**src/rtl/tw_pkg.sv**
```systemverilog
package tw_pkg;
  localparam int AW          = 32;
  localparam int L1_IDX_W    = 12;
  localparam int L2_IDX_W    = 8;
  localparam int SECT_SHIFT  = AW - L1_IDX_W;          // 20
  localparam int SMALL_SHIFT = SECT_SHIFT - L2_IDX_W;  // 12
  localparam int SUPER_SHIFT = 24;
  localparam int LARGE_SHIFT = 16;
  localparam int L2TAB_SHIFT = L2_IDX_W + 2;           // 10: 1KB tables
  localparam int SUPER_BIT   = 18;

  localparam logic [1:0] SZ_SMALL = 2'd0;
  localparam logic [1:0] SZ_LARGE = 2'd1;
  localparam logic [1:0] SZ_SECT  = 2'd2;
  localparam logic [1:0] SZ_SUPER = 2'd3;

  typedef enum logic [2:0] {
    ST_IDLE, ST_L1_REQ, ST_L1_WAIT, ST_L2_REQ, ST_L2_WAIT, ST_DONE
  } walk_state_t;
endpackage

```
**src/rtl/tw_decode.sv**
```systemverilog
module tw_decode
  import tw_pkg::*;
(
  input  logic          second,
  input  logic [AW-1:0] desc,
  input  logic [AW-1:0] va,
  output logic          is_fault,
  output logic          is_leaf,
  output logic          is_descend,
  output logic [AW-1:0] leaf_pa,
  output logic [1:0]    leaf_size,
  output logic [AW-1:0] l2_addr
);
  always_comb begin
    is_fault   = 1'b0;
    is_leaf    = 1'b0;
    is_descend = 1'b0;
    leaf_pa    = '0;
    leaf_size  = SZ_SMALL;
    l2_addr    = {desc[AW-1:L2TAB_SHIFT], va[SECT_SHIFT-1:SMALL_SHIFT], 2'b00};
    if (!second) begin
      unique case (desc[1:0])
        2'b01: is_descend = 1'b1;
        2'b10: begin
          is_leaf = 1'b1;
          if (desc[SUPER_BIT]) begin
            leaf_pa   = {desc[AW-1:SUPER_SHIFT], va[SUPER_SHIFT-1:0]};
            leaf_size = SZ_SUPER;
          end else begin
            leaf_pa   = {desc[AW-1:SECT_SHIFT], va[SECT_SHIFT-1:0]};
            leaf_size = SZ_SECT;
          end
        end
        default: is_fault = 1'b1;
      endcase
    end else begin
      unique case (desc[1:0])
        2'b00: is_fault = 1'b1;
        2'b01: begin
          is_leaf   = 1'b1;
          leaf_pa   = {desc[AW-1:LARGE_SHIFT], va[LARGE_SHIFT-1:0]};
          leaf_size = SZ_LARGE;
        end
        default: begin
          is_leaf   = 1'b1;
          leaf_pa   = {desc[AW-1:SMALL_SHIFT], va[SMALL_SHIFT-1:0]};
          leaf_size = SZ_SMALL;
        end
      endcase
    end
  end
endmodule

```
**src/rtl/tw_fsm.sv**
```systemverilog
module tw_fsm
  import tw_pkg::*;
(
  input  logic        clk,
  input  logic        rst,
  input  logic        req_valid,
  input  logic        mem_req_ready,
  input  logic        mem_rsp_valid,
  input  logic        is_fault,
  input  logic        is_leaf,
  input  logic        is_descend,
  input  logic        rsp_ready,
  output walk_state_t state,
  output logic        accept,
  output logic        ld_l2,
  output logic        ld_res
);
  walk_state_t nxt;
  logic        in_wait;

  always_comb begin
    in_wait = (state == ST_L1_WAIT || state == ST_L2_WAIT) && mem_rsp_valid;
    accept  = (state == ST_IDLE) && req_valid;
    ld_l2   = (state == ST_L1_WAIT) && mem_rsp_valid && is_descend;
    ld_res  = in_wait && (is_fault || is_leaf);
  end

  always_comb begin
    nxt = state;
    unique case (state)
      ST_IDLE:    if (accept) nxt = ST_L1_REQ;
      ST_L1_REQ:  if (mem_req_ready) nxt = ST_L1_WAIT;
      ST_L1_WAIT: if (ld_l2) nxt = ST_L2_REQ;
                  else if (ld_res) nxt = ST_DONE;
      ST_L2_REQ:  if (mem_req_ready) nxt = ST_L2_WAIT;
      ST_L2_WAIT: if (ld_res) nxt = ST_DONE;
      ST_DONE:    if (rsp_ready) nxt = ST_IDLE;
      default:    nxt = ST_IDLE;
    endcase
  end

  always_ff @(posedge clk) begin
    if (rst) state <= ST_IDLE;
    else     state <= nxt;
  end
endmodule

```
**src/rtl/tw_walker.sv**
```systemverilog
module tw_walker
  import tw_pkg::*;
#(
  parameter logic [31:0] RESET_BASE = 32'h0
) (
  input  logic        clk,
  input  logic        rst,
  input  logic        tbase_we,
  input  logic [31:0] tbase_wdata,
  input  logic        req_valid,
  output logic        req_ready,
  input  logic [31:0] req_va,
  output logic        rsp_valid,
  input  logic        rsp_ready,
  output logic [31:0] rsp_pa,
  output logic [1:0]  rsp_size,
  output logic        rsp_fault,
  output logic        mem_req_valid,
  input  logic        mem_req_ready,
  output logic [31:0] mem_req_addr,
  input  logic        mem_rsp_valid,
  input  logic [31:0] mem_rsp_data
);
  localparam int PAD_W = AW - L1_IDX_W - 2;

  walk_state_t   state;
  logic          accept, ld_l2, ld_res;
  logic          is_fault, is_leaf, is_descend;
  logic [AW-1:0] leaf_pa, l2_addr;
  logic [1:0]    leaf_size;
  logic [AW-1:0] base_q, va_q, addr_q, pa_q;
  logic [1:0]    size_q;
  logic          fault_q;
  logic [AW-1:0] l1_offset;

  assign l1_offset = {{PAD_W{1'b0}}, req_va[AW-1:SECT_SHIFT], 2'b00};

  tw_fsm u_fsm (
    .clk(clk), .rst(rst), .req_valid(req_valid),
    .mem_req_ready(mem_req_ready), .mem_rsp_valid(mem_rsp_valid),
    .is_fault(is_fault), .is_leaf(is_leaf), .is_descend(is_descend),
    .rsp_ready(rsp_ready), .state(state), .accept(accept),
    .ld_l2(ld_l2), .ld_res(ld_res)
  );

  tw_decode u_dec (
    .second(state == ST_L2_WAIT), .desc(mem_rsp_data), .va(va_q),
    .is_fault(is_fault), .is_leaf(is_leaf), .is_descend(is_descend),
    .leaf_pa(leaf_pa), .leaf_size(leaf_size), .l2_addr(l2_addr)
  );

  always_ff @(posedge clk) begin
    if (rst) base_q <= RESET_BASE;
    else if (tbase_we) base_q <= tbase_wdata;
  end

  always_ff @(posedge clk) begin
    if (rst) begin
      va_q   <= '0;
      addr_q <= '0;
    end else if (accept) begin
      va_q   <= req_va;
      addr_q <= base_q + l1_offset;
    end else if (ld_l2) begin
      addr_q <= l2_addr;
    end
  end

  always_ff @(posedge clk) begin
    if (rst) begin
      pa_q    <= '0;
      size_q  <= SZ_SMALL;
      fault_q <= 1'b0;
    end else if (ld_res) begin
      pa_q    <= is_fault ? '0 : leaf_pa;
      size_q  <= is_fault ? SZ_SMALL : leaf_size;
      fault_q <= is_fault;
    end
  end

  assign req_ready     = (state == ST_IDLE);
  assign mem_req_valid = (state == ST_L1_REQ) || (state == ST_L2_REQ);
  assign mem_req_addr  = addr_q;
  assign rsp_valid     = (state == ST_DONE);
  assign rsp_pa        = pa_q;
  assign rsp_size      = size_q;
  assign rsp_fault     = fault_q;
endmodule

```
**config.mk**
```make
export PLATFORM = sky130hd
export DESIGN_NAME = tw_walker
export DESIGN_NICKNAME = d
export VERILOG_FILES = /design/src/rtl/tw_pkg.sv /design/src/rtl/tw_decode.sv /design/src/rtl/tw_fsm.sv /design/src/rtl/tw_walker.sv
export SDC_FILE = /design/constraint.sdc
export NUM_CORES = 1
export LEC_CHECK = 0
export BUFFER_PORTS_ARGS = -buffer_cell sky130_fd_sc_hd__buf_4
export CAP_MARGIN = 20
export CORE_AREA = 2 2 117 119
export DETAILED_ROUTE_END_ITERATION = 8
export DIE_AREA = 0 0 119 121
export PLACE_DENSITY = 0.79
export SYNTH_ARGS = -nofsm -noshare
export SYNTH_HDL_FRONTEND = slang
export SYNTH_HIERARCHICAL = 1
export SYNTH_SLANG_ARGS = --single-unit
```
**constraint.sdc**
```tcl
create_clock -name clk -period 3.6 [get_ports clk]
set_clock_uncertainty 0.05 [all_clocks]
set_input_delay 0.72 -clock clk [delete_from_list [all_inputs] [get_ports clk]]
set_output_delay 0.72 -clock clk [all_outputs]
set_load 0.05 [all_outputs]
```
==> impl_results.md <==
* Power density cells at 479 nW/µm²
* Worst reg2reg startpoint: base_q[2]
* Std cell rows at 42
* Combined global-route utilization of all metal layers at 24.3%
* Number of endpoints with negative hold slack in the final report at 0
* Die ar. at 14400 µm²
* Count of buffers inserted at the top-level ports at 164
* Achievable frequency at 0.342 GHz
* Startpoint kind of the worst setup timing path: input pin
* First-pass GRT wire length at 27400 µm
* Register-to-Register Setup Slack at 0.80 ns
* Leak at 3.60 nW
* Classification of the worst setup path: in2reg
* Status: completed
* Total number of H-tree levels at 4
* Number of violations of the max-capacitance limit at 0
* Nets at 999
* Clock latency reported for the late side of the worst-skew pair at 0.42 ns
* Power consumption at 3.98 mW
* Clock tree from TritonCTS: yes
* Actual transition at the worst max-transition pin at 1.05 ns
* Die Span X at 119 µm
* Post-synthesis average cell area at 8.58 µm²
* Number of cells traversed by the worst register-to-register path at 8
* Combined area of all synthesized cells at 6670 µm²
* End of the worst register-to-register path: mem_req_addr[16]
* Routing layer with the top usage in global route: met2
* GRT met2 Usage at 37.2%
* Number of placed I/O pins at 173
* Met3 demand-to-capacity share in global routing at 7.14%
* Leading cell type in the layout, fill and taps excluded: buf_4
* Aggregate negative setup slack at 0 ns
* # diodes at 0
* 1st-iter DRT viols at 452
* Routability congestion estimate from global placement at 0.873
* Maximum fanout count along the critical path at 9
* Unrepaired setup endpoints after global routing: no
* Number of antenna-violating nets in the routed design at 0
* Antenna violations before repair at 0
* Hold/Removal Path Class: reg2reg
* Hold buffer count at cts at 0
* Number of DRC violations after detailed routing at 0
* Post-layout minimum cycle time at 2.93 ns
* Post-detail-place hpwl at 12300 µm
* Total gr overflow at 0
* Vertical die dimension at 121 µm
* Effective utilization at floorplan at 50.9%
* Number of global-route vias before repair at 5295
* Number of slew-limit violations in the final report at 0
* Hold Slack at 0.438 ns
* Vias per Instance at 5.49
* Ordered cell list for the critical path: buf_4 > ha_1 > fa_1 > a21o_1 > a311oi_1 > or4b_1 > a21oi_1 > xnor2_1 > a211oi_1
* Total number of clock tree sinks at 126
* Slowest stage cell on the critical path: or4b_1
* Kind of capture point of the worst setup path: register
* Slowest cell delay on critical path at 0.48 ns
* Maximum root-to-sink buffer count at 2
* Layout cells sized above 1 at 23.5%
* Maximum number of pins on one net before global-route repair at 100
* Number of iterations in the first detailed-routing pass at 5
* CTS Buf Count at 17
* Capture point of the critical path: mem_req_addr[16]
* Cells after DPL at 1037
* Leading cell types in the layout, fill and taps excluded: 169 x buf_4, 126 x dfxtp_1, 114 x nor2_1
* Growth of design area from synthesis to finish at 24.6%
* Launch point of the critical path: req_va[20]
* Max IR drop VDD at 0.325 mV
* Setup violation total in the final timing report at 0
* Gate count after technology mapping at 777
* Clock transition at the registers of the reported paths at 0.05 ns
* Core region area at 13100 µm²
* Final Cycle Share at 81.3%
* Post-cts gate resize count at 0
* Worst slew margin relative to its limit at 30.0%
* Count of vias placed by the detailed router at 5861
* Yosys warning count at 6
* Critical Path RT at 3.87 ns
* Library cell used as clock root buffer: clkbuf_16
* Routed wire length at 17600 µm
* Final routed wire length divided by cell count at 16.5 µm
* Count of buffers added by post-CTS timing repair for setup at 0
* Global-route met1 utilization at 33.2%
* Data arrival at the endpoint of the critical path at 3.20 ns
* Post-layout instance count excluding filler cells at 1067
## flip-flops by register name, indices dropped and copies added, names as in the netlist
| register | cells |
|---|---|
| base_q | 32 |
| mem_req_addr | 32 |
| rsp_pa | 32 |
| va_q | 24 |
| u_fsm/state | 3 |
| rsp_size | 2 |
| rsp_fault | 1 |
## critical path, delay by kind of cell
family	cells	cell delay [ns]
xor+xnor	1	0.18
buf+inv	1	0.12
simple gates	1	0.48
fa+ha+maj	2	0.63
compound gates	4	1.07
## cell type report
cell class,instances,area (µm²)
Clock inverter,7,87.6
Inverter,9,33.8
Sequential cell,126,2520
Timing Repair Buffer,171,1310
Tap cell,176,220
Multi-Input combinational cell,555,3660
Fill cell,1116,4780
Clock buffer,23,478
## stage by stage
stage / util, % / worst slack, ns / cell area [µm²]
floorplan: - / 0.764 / 6670
global route: 63.5 / 0.527 / 8310
global placement: 59.2 / 0.325 / 7740
CTS: 63.5 / 0.679 / 8310
detailed placement: 59.2 / 0.291 / 7740
finish: 63.5 / 0.674 / 8310
## worst min-delay path by stage
stage	slack (ns)	from	to	cells after the start
final	0.44	va_q[10]	va_q[10]	2
after global placement	0.41	va_q[11]	va_q[11]	2
after detailed placement	0.43	va_q[2]	va_q[2]	2
after CTS	0.44	va_q[2]	va_q[2]	2
after global routing	0.46	va_q[9]	va_q[9]	2
after floorplan	0.40	va_q[0]	va_q[0]	2
## power by group
group | internal, mW | switching [mW]
clock | 1.06 | 0.597
sequential | 1.48 | 0.0722
combinational | 0.306 | 0.463
total | 2.85 | 1.13
## per-layer routing
| metal | vias to the layer above | part of all wire, % |
|---|---|---|
| met5 | - | 0 |
| met4 | 0 | 1.7 |
| met3 | 29 | 7.0 |
| met2 | 218 | 44 |
| met1 | 2714 | 47 |
| li1 | 2900 | - |
Note: power is estimated with default switching activity, not from simulation.
